--- src/rtl/usbps_pkg.sv ---
package usbps_pkg;

    typedef enum logic [2:0] {
        SQ_IDLE   = 3'd0,
        SQ_RESET  = 3'd1,
        SQ_RESUME = 3'd2,
        SQ_EOP    = 3'd3,
        SQ_RESYNC = 3'd4
    } seq_e;

    localparam int NFLAG     = 5;
    localparam int FLAG_BASE = 16;
    localparam int FL_CONN   = 0;
    localparam int FL_EN     = 1;
    localparam int FL_RSM    = 2;
    localparam int FL_OC     = 3;
    localparam int FL_RST    = 4;

    localparam int CMD_DISABLE = 0;
    localparam int CMD_ENABLE  = 1;
    localparam int CMD_SUSPEND = 2;
    localparam int CMD_RESUME  = 3;
    localparam int CMD_RESET   = 4;
    localparam int CMD_PWR_ON  = 8;
    localparam int CMD_PWR_OFF = 9;

    typedef struct packed {
        seq_e seq;
        logic en;
        logic susp;
        logic pwr;
        logic conn;
        logic oc;
        logic lowspd;
    } port_s;

endpackage

--- src/rtl/usbps_ms_timer.sv ---
module usbps_ms_timer #(
    parameter int CW = 8
) (
    input  logic          clk,
    input  logic          rst_n,
    input  logic          restart,
    input  logic          tick,
    input  logic [CW-1:0] limit,
    output logic          expire
);
    logic [CW-1:0] cnt_d, cnt_q;

    // Expiry looks only at the held count so restart cannot loop back into it
    assign expire = tick && (cnt_q == limit - 1'b1);

    always_comb begin
        cnt_d = cnt_q;
        if (restart) begin
            cnt_d = '0;
        end else if (tick) begin
            cnt_d = cnt_q + 1'b1;
        end
    end

    always_ff @(posedge clk) begin
        if (!rst_n) begin
            cnt_q <= '0;
        end else begin
            cnt_q <= cnt_d;
        end
    end
endmodule

--- src/rtl/usbps_chg_flag.sv ---
module usbps_chg_flag (
    input  logic clk,
    input  logic rst_n,
    input  logic set,
    input  logic clr,
    output logic flag
);
    logic flag_d, flag_q;

    always_comb begin
        flag_d = flag_q;
        if (set) begin
            flag_d = 1'b1;
        end else if (clr) begin
            flag_d = 1'b0;
        end
    end

    always_ff @(posedge clk) begin
        if (!rst_n) begin
            flag_q <= 1'b0;
        end else begin
            flag_q <= flag_d;
        end
    end

    assign flag = flag_q;
endmodule

--- src/rtl/usbps_wr_defer.sv ---
module usbps_wr_defer #(
    parameter int DW = 32
) (
    input  logic          clk,
    input  logic          rst_n,
    input  logic          wr_en,
    input  logic [DW-1:0] wdata,
    input  logic          busy,
    output logic          apply,
    output logic [DW-1:0] apply_data
);
    typedef struct packed {
        logic          valid;
        logic [DW-1:0] data;
    } pend_s;

    pend_s pend_d, pend_q;

    assign apply      = !busy && (wr_en || pend_q.valid);
    assign apply_data = wr_en ? wdata : pend_q.data;

    always_comb begin
        pend_d = pend_q;
        if (busy && wr_en) begin
            pend_d.valid = 1'b1;
            pend_d.data  = wdata;
        end else if (apply) begin
            pend_d.valid = 1'b0;
        end
    end

    always_ff @(posedge clk) begin
        if (!rst_n) begin
            pend_q <= '0;
        end else begin
            pend_q <= pend_d;
        end
    end
endmodule

--- src/rtl/usb_port_status.sv ---
module usb_port_status
    import usbps_pkg::*;
#(
    parameter int RESET_MS    = 10,
    parameter int RESUME_MS   = 20,
    parameter int RESYNC_MS   = 3,
    parameter int EOP_CYC     = 2,
    parameter bit OC_PER_PORT = 1'b1
) (
    input  logic        clk,
    input  logic        rst_n,
    input  logic        ms_tick,
    input  logic        xact_busy,
    input  logic        line_connect,
    input  logic        line_lowspeed,
    input  logic        line_ovc,
    input  logic        wr_en,
    input  logic [31:0] wdata,
    output logic [31:0] status_word,
    output logic        reset_drive,
    output logic        resume_drive,
    output logic        eop_drive
);
    localparam int DW      = 32;
    localparam int MAX_A   = (RESET_MS > RESUME_MS) ? RESET_MS : RESUME_MS;
    localparam int MAX_B   = (RESYNC_MS > EOP_CYC) ? RESYNC_MS : EOP_CYC;
    localparam int MAX_LIM = (MAX_A > MAX_B) ? MAX_A : MAX_B;
    localparam int CW      = $clog2(MAX_LIM + 1) + 1;

    port_s cur_q, nx_d;

    logic             apply;
    logic [DW-1:0]    apply_data;
    logic             expire;
    logic             tmr_tick;
    logic             tmr_restart;
    logic [CW-1:0]    tmr_limit;
    logic             conn_new;
    logic             oc_evt;
    logic [NFLAG-1:0] flag_set;
    logic [NFLAG-1:0] flag_clr;
    logic [NFLAG-1:0] flags;

    usbps_wr_defer #(.DW(DW)) u_defer (
        .clk        (clk),
        .rst_n      (rst_n),
        .wr_en      (wr_en),
        .wdata      (wdata),
        .busy       (xact_busy),
        .apply      (apply),
        .apply_data (apply_data)
    );

    // End-of-packet phase counts clock cycles, the others count ms ticks
    assign tmr_tick = ms_tick || (cur_q.seq == SQ_EOP);

    always_comb begin
        case (cur_q.seq)
            SQ_RESET:  tmr_limit = CW'(RESET_MS);
            SQ_RESUME: tmr_limit = CW'(RESUME_MS);
            SQ_EOP:    tmr_limit = CW'(EOP_CYC);
            SQ_RESYNC: tmr_limit = CW'(RESYNC_MS);
            default:   tmr_limit = CW'(1);
        endcase
    end

    usbps_ms_timer #(.CW(CW)) u_timer (
        .clk     (clk),
        .rst_n   (rst_n),
        .restart (tmr_restart),
        .tick    (tmr_tick),
        .limit   (tmr_limit),
        .expire  (expire)
    );

    generate
        if (OC_PER_PORT) begin : g_oc_port
            assign oc_evt = (line_ovc != cur_q.oc);
        end else begin : g_oc_global
            assign oc_evt = 1'b0;
        end
    endgenerate

    assign conn_new = line_connect && cur_q.pwr;

    always_comb begin
        nx_d     = cur_q;
        flag_set = '0;

        // Timed sequence progress
        case (cur_q.seq)
            SQ_RESET: begin
                if (expire) begin
                    nx_d.seq          = SQ_IDLE;
                    nx_d.en           = 1'b1;
                    nx_d.susp         = 1'b0;
                    flag_set[FL_RST]  = 1'b1;
                end
            end
            SQ_RESUME: if (expire) nx_d.seq = SQ_EOP;
            SQ_EOP:    if (expire) nx_d.seq = SQ_RESYNC;
            SQ_RESYNC: begin
                if (expire) begin
                    nx_d.seq          = SQ_IDLE;
                    nx_d.susp         = 1'b0;
                    flag_set[FL_RSM]  = 1'b1;
                end
            end
            default: ;
        endcase

        // Port commands, only from idle
        if (apply && cur_q.seq == SQ_IDLE) begin
            if (apply_data[CMD_PWR_OFF]) begin
                nx_d.pwr = 1'b0;
            end else if (apply_data[CMD_PWR_ON]) begin
                nx_d.pwr = 1'b1;
            end
            if (apply_data[CMD_DISABLE]) nx_d.en = 1'b0;
            if (apply_data[CMD_ENABLE] && cur_q.conn) nx_d.en = 1'b1;
            if (apply_data[CMD_SUSPEND] && cur_q.en) nx_d.susp = 1'b1;
            if (apply_data[CMD_RESUME] && cur_q.en && cur_q.susp) begin
                nx_d.seq = SQ_RESUME;
            end
            if (apply_data[CMD_RESET] && cur_q.pwr && cur_q.conn) begin
                nx_d.seq = SQ_RESET;
            end
        end

        // Disconnect overrides everything
        if (cur_q.conn && !conn_new) begin
            nx_d.en          = 1'b0;
            nx_d.susp        = 1'b0;
            nx_d.seq         = SQ_IDLE;
            flag_set[FL_EN]  = cur_q.en;
        end

        flag_set[FL_CONN] = (conn_new != cur_q.conn);
        flag_set[FL_OC]   = oc_evt;
        nx_d.conn         = conn_new;
        nx_d.lowspd       = line_lowspeed && conn_new;
        nx_d.oc           = line_ovc;
    end

    assign tmr_restart = (nx_d.seq != cur_q.seq);

    always_ff @(posedge clk) begin
        if (!rst_n) begin
            cur_q <= '{seq: SQ_IDLE, default: 1'b0};
        end else begin
            cur_q <= nx_d;
        end
    end

    generate
        for (genvar gi = 0; gi < NFLAG; gi++) begin : g_flag
            if (gi == FL_RSM) begin : g_rsm
                assign flag_clr[gi] = (wr_en && wdata[FLAG_BASE+gi]) || flag_set[FL_RST];
            end else begin : g_plain
                assign flag_clr[gi] = wr_en && wdata[FLAG_BASE+gi];
            end
            usbps_chg_flag u_flag (
                .clk   (clk),
                .rst_n (rst_n),
                .set   (flag_set[gi]),
                .clr   (flag_clr[gi]),
                .flag  (flags[gi])
            );
        end
    endgenerate

    assign reset_drive  = (cur_q.seq == SQ_RESET);
    assign resume_drive = (cur_q.seq == SQ_RESUME);
    assign eop_drive    = (cur_q.seq == SQ_EOP);

    assign status_word = {11'b0, flags, 6'b0, cur_q.lowspd, cur_q.pwr, 3'b0,
                          reset_drive, cur_q.oc, cur_q.susp, cur_q.en, cur_q.conn};
endmodule

--- config.mk ---
export PLATFORM = sky130hd
export DESIGN_NAME = usb_port_status
export DESIGN_NICKNAME = d
export VERILOG_FILES = /design/src/rtl/usbps_pkg.sv /design/src/rtl/usbps_ms_timer.sv /design/src/rtl/usbps_chg_flag.sv /design/src/rtl/usbps_wr_defer.sv /design/src/rtl/usb_port_status.sv
export SDC_FILE = /design/constraint.sdc
export NUM_CORES = 1
export LEC_CHECK = 0
export BUFFER_PORTS_ARGS = -buffer_cell sky130_fd_sc_hd__clkbuf_2
export CAP_MARGIN = 40
export CORE_MARGIN = 10
export CORE_UTILIZATION = 56
export CTS_BUF_LIST = sky130_fd_sc_hd__clkbuf_4 sky130_fd_sc_hd__clkbuf_8
export DETAILED_ROUTE_END_ITERATION = 16
export GPL_TIMING_DRIVEN = 0
export PLACE_DENSITY_LB_ADDON = 0.12
export SYNTH_ARGS = -nofsm -noshare
export SYNTH_HDL_FRONTEND = slang
export SYNTH_HIERARCHICAL = 1
export SYNTH_SLANG_ARGS = --single-unit
export TNS_END_PERCENT = 50
--- constraint.sdc ---
create_clock -name clk -period 3.89 [get_ports clk]
set_clock_uncertainty 0.15 [all_clocks]
set_input_delay 0.5835 -clock clk [delete_from_list [all_inputs] [get_ports clk]]
set_output_delay 0.5835 -clock clk [all_outputs]
set_load 0.02 [all_outputs]
; ---- Word level (Yosys, flattened, before mapping)
; Index checks and enable logic that the tools add are counted.
[totals]
in_bits = 40
out_inout_bits = 35
ff_bits = 31
wordCells = 95
[classes]
mux = 35
n_addsub = 2
reduce_logical = 34
eq_ne = 8
bitwise_logic = 1
[op_table]
columns = op, count
row1 = 1-bit 2-to-1 mux, 23
row2 = 5-bit one-hot mux with 4 select lines, 1
row3 = 1-bit logical AND, 18
row4 = 3-bit 2-to-1 mux, 5
row5 = 2-bit nonzero test, 7
row6 = 3-bit one-hot mux with 4 select lines, 1
row7 = 10-bit 2-to-1 mux, 1
row8 = 5-bit 2-to-1 mux, 2
row9 = 6-bit by 1-bit adder with 6-bit output (second input constant), 1
row10 = 3-bit by 2-bit equality test with 1-bit output (second input constant), 2
row11 = 6-bit equality test, 1
row12 = 6-bit 2-to-1 mux, 1
row13 = 5-bit by 1-bit subtractor with 6-bit output (second input constant), 1
row14 = 2-bit OR reduction, 2
row15 = 3-bit by 1-bit equality test with 1-bit output (second input constant), 1
row16 = 3-bit equality test (second input constant), 1
row17 = 3-bit logical NOT, 1
row18 = 1-bit logical OR, 3
row19 = 3-bit != test, 1
row20 = 1-bit logical NOT, 2
row21 = 1-bit != test, 2
row22 = 1-bit one-hot mux with 2 select lines, 1
row23 = 2-bit AND reduction, 1
row24 = 1-bit inverter, 1

; ---- Logic depth before layout (Yosys ltp)
[logic_depth]
ltp_word = 13
mapped_depth = 17
depth_no_buf = 15

; ---- Modules after synthesis
; The synthesis kept the hierarchy.
[by_module_without_submodules]
columns = module, seq_area_each_um2, cells_each, area_each_um2, n_inst
row1 = usbps_wr_defer, 660.6, 187, 1744.2, 1
row2 = usb_port_status, 180.2, 104, 789.5, 1
row3 = usbps_ms_timer, 120.1, 48, 410.4, 1
row4 = usbps_chg_flag, 20.0, 3, 41.3, 5

; ---- Worst setup path before layout
; Ideal clock, no wire load.
[synth_timing]
kind = register to register
from = register cur_q[6] (netlist bit)
to = register u_timer.cnt_q[5]
t_arrival_ps = 2980
setup_ps = 70
n_path_buf = 2
slack_ps = 690
synth_period_minus_slack_ps = 3200
t_required_ps = 3670
stages_incl_launch_ff = 16
cell_sequence = dfxtp_1 clkbuf_1 inv_1 o21ai_0 inv_1 ha_1 nand2b_1 a311o_1 a211oi_2 clkbuf_1 nand3b_1 a22oi_2 or4_1 o2111ai_1 nand2b_1 a21oi_1
[synth_between]
elab_chain_len = 13
elab_cells_between_ends = 22
classes_between = add/sub (1) / eq/ne (6) / mux (10) / reduce/logical (5)
[synth_rtl]
columns = element, line_no
row1 = "start, declared", usb_port_status.sv:30  ; port_s cur_q, nx_d;
row2 = "start signal, assigned", usb_port_status.sv:151  ; cur_q <= nx_d;
row3 = "3-bit equality test, or another cell as far along", usb_port_status.sv:58  ; case (cur_q.seq)
row4 = 5-bit one-hot mux with 4 select lines *, usb_port_status.sv:58
row5 = named net tmr_limit[1], usb_port_status.sv:37  ; logic [CW-1:0] tmr_limit;
row6 = 5-bit by 1-bit subtractor with 6-bit output *, usbps_ms_timer.sv:14  ; assign expire = tick && (cnt_q == limit - 1'b1);
row7 = 6-bit equality test *, usbps_ms_timer.sv:14
row8 = 1-bit logical AND *, usbps_ms_timer.sv:14
row9 = named net expire, usb_port_status.sv:34  ; logic expire;
row10 = "3-bit 2-to-1 mux, or another cell as far along", usb_port_status.sv:103  ; if (expire) begin
row11 = 3-bit one-hot mux with 4 select lines *, usb_port_status.sv:91  ; case (cur_q.seq)
row12 = 3-bit 2-to-1 mux, usb_port_status.sv:122  ; if (apply_data[CMD_RESUME] && cur_q.en && cur_q.susp) begin
row13 = 3-bit 2-to-1 mux, usb_port_status.sv:125  ; if (apply_data[CMD_RESET] && cur_q.pwr && cur_q.conn) begin
row14 = 6-bit 2-to-1 mux *, usb_port_status.sv:113  ; if (apply && cur_q.seq == SQ_IDLE) begin
row15 = 5-bit 2-to-1 mux *, usb_port_status.sv:131  ; if (cur_q.conn && !conn_new) begin
row16 = 3-bit != test *, usb_port_status.sv:145  ; assign tmr_restart = (nx_d.seq != cur_q.seq);
row17 = named net tmr_restart, usb_port_status.sv:36  ; logic tmr_restart;
row18 = 2-bit OR reduction (no line) *, n/a
row19 = "end signal, assigned", usbps_ms_timer.sv:29  ; cnt_q <= cnt_d;
row20 = "end, declared", usbps_ms_timer.sv:11  ; logic [CW-1:0] cnt_d, cnt_q;
; Mark *: on every way through the listed nets, which the timed path passes. The rest lies on a longest branch.
; A chain may end at the register's enable or synchronous reset.

; ---- Worst setup path in the final report
; Ends and elaborated chain as after synthesis.

==> out/results.ini <==
[routing]
via_density_per_instance = 4.73
detail_route.first_pass.iterations = 4
drc_errors = 0
wirelength_mm = 3.75
route.antenna.remaining_nets = 0
initialDrtViolationCount = 60
routed_wire_length_per_instance_um = 11.4
route.vias.total = 1552

[hold_path]
worst_hold_startpoint = u_defer/pend_q[3]$_SDFFE_PN0P_
min-delay-path-class = reg -> reg

[global_route]
grt_pass1_vias = 1395
antenna_found_initial = 0
grt_first_pass_wirelength_mm = 6.19
grtUsageTotal_pct = 11.7
grt_start_max_net_pins = 16
global_route.overflow_total = 0

[sta]
min_period_over_period_pct = 87.5
setup-violations-final = 0
final_hold_viol_count = 0
period_needed_ns = 3.40
report.final.slew_viol_count = 0
setup_tns_ns = 0
max_clock_freq_mhz = 294
rsz0062_at_grt = false

[power]
power_per_unit_of_standard_cell_area_mw_per_mm2 = 249
total_power_mw = 0.556
ir_drop_v = 0.000123
static-leakage-power_nw = 1.08

[setup_path]
critical_path.top_delay_family = compound AO/OA/AOI/OAI gates
critical_path.endpoint_type = flop
critical-path-slowest-cell = sky130_fd_sc_hd__dfxtp_1
crit_required_ns = 4.00
setup.worst_path.start = cur_q[6]$_SDFF_PN0_
arrival_ns = 3.51
critPathLaunchType = flop
setup_cp_type = reg -> reg
cp_slowest_stage_delay_ns = 0.40
worstPathBufferInverterCount = 4
reg2reg_from = cur_q[6]$_SDFF_PN0_
worstPathCellList = clkbuf_2, inv_1, o21ai_0, inv_1, ha_1, nand2b_1, a311o_1, a211oi_2, clkbuf_2, nand3b_1, a22oi_2, or4_1, o2111ai_1, nand2b_1, a21oi_1
critical_path_peak_fanout = 10

[clock_tree]
htreeDepth = 1
cts-buffers-inserted = 3
clock_tree.buffer_depth = 2
cts_hold_repair.buffers = 0
clock-root-buffer = sky130_fd_sc_hd__clkbuf_4
clock_sinks = 28
clock_transition_time_at_the_flip_flop_clock_pins_of_the_worst_setup_and_hold_paths_ns = 0.15
clock_latency_ns = 0.32
cts_tree = done

[final_layout]
layout.nets = 326
syn2layout_area_growth_pct = 17.9
final_instance_count_without_filler_cells = 328
flip_flop_and_latch_area_um2 = 561
multiInputGateArea_mm2 = 0.00104
antennaDiodeCount = 0
fraction_of_layout_instances_using_a_drive_strength_above_1_pct = 36.5
num-fill-cells = 292

[die]
floorplan.die.height_um = 78.1
floorplan.initialDensity_pct = 57.1
std_cell_rows = 21
die-area_mm2 = 0.00610
ios = 75
core-area_mm2 = 0.00331
die_x_um = 78.1

[job]
number_of_maximum_capacitance_constraint_violations = 0

[outcome]
status = complete, no violations

[synthesis]
mappedNetlistArea_mm2 = 0.00189
ys_warn_count = 6
synth.avg_cell_area_um2 = 8.40
synthesis.instances = 225

[place]
placed_cells = 324
buffer_ports.inserted = 33
gp_routability_congestion = 0.810
place_hpwl_mm = 3.11

==> worst paths after layout <==
check                                         to  slack (ns)  cells past startpoint
setup / recovery   u_timer/cnt_q[5]$_SDFFE_PP0P_        0.49                     15
hold / removal    u_defer/pend_q[3]$_SDFFE_PN0P_        0.31                      2
setup reg to reg   u_timer/cnt_q[5]$_SDFFE_PP0P_        0.49                     15
hold reg to reg   u_defer/pend_q[3]$_SDFFE_PN0P_        0.31                      2
==> registers in the layout, summed over array words and instances (netlist names) <==
signal,flops
cur_q,3
g_flag.u_flag/flag,5
status_word,6
u_defer/pend_q,8
u_timer/cnt_q,6
==> stage by stage <==
step	setup slack, ns	hold WS, ns	util [%]	cell area, um2
after detailed placement	0.230	0.290	66.1	2190
after global routing	0.0963	0.284	67.3	2230
after floorplan	0.690	0.276	-	1970
final	0.486	0.309	67.3	2230
after global placement	0.265	0.284	66.1	2190
after CTS	0.193	0.298	67.2	2220
==> timing repair <==
item                       in CTS  in global routing
setup endpoints to repair       0                  6
gates resized for setup         0                  8
buffers inserted                0                  0
==> power breakdown <==
| group | internal, mW | switching, mW |
|---|---|---|
| logic | 0.0553 | 0.0586 |
| clock network | 0.0571 | 0.0822 |
| registers | 0.296 | 0.00671 |
==> layout by cell type (no fill, tap or decap), drive strengths merged, types with 5 or more instances in the layout <==
cell type and instances:
nand4 10, and3 6, clkbuf 42, o21ai 13
nor2b 5, a21oi 9, xor2 7, dfxtp 28
conb 21, and2 8, nand2 20, nor2 14
mux2 7, buf 44, o21a 5, inv 6
==> metal layers <==
metal	track usage (%)	up-vias	share of wire (%)
met3	3.19	2	6.1
met4	2.69	0	0.53
met2	19.9	34	47
met1	14.4	693	47
li1	-	823	-
met5	0	-	0
==> tightest hold or removal path: stages (launching register included) <==
cell and delay [ns]:
sky130_fd_sc_hd__dfxtp_1 0.34, sky130_fd_sc_hd__nand2_1 0.05, sky130_fd_sc_hd__o21ai_1 0.05
==> final cells by class <==
| type | count | area share [%] |
|---|---|---|
| plain buffers | 49 | 15.5 |
| multi-input cells | 162 | 46.7 |
| clock buffers | 4 | 1.63 |
| flip-flops and latches | 28 | 25.1 |
| inverters | 6 | 1.01 |
| repair buffers | 33 | 7.41 |
| well taps | 46 | 2.58 |
Power figures use the tool's default switching activity.
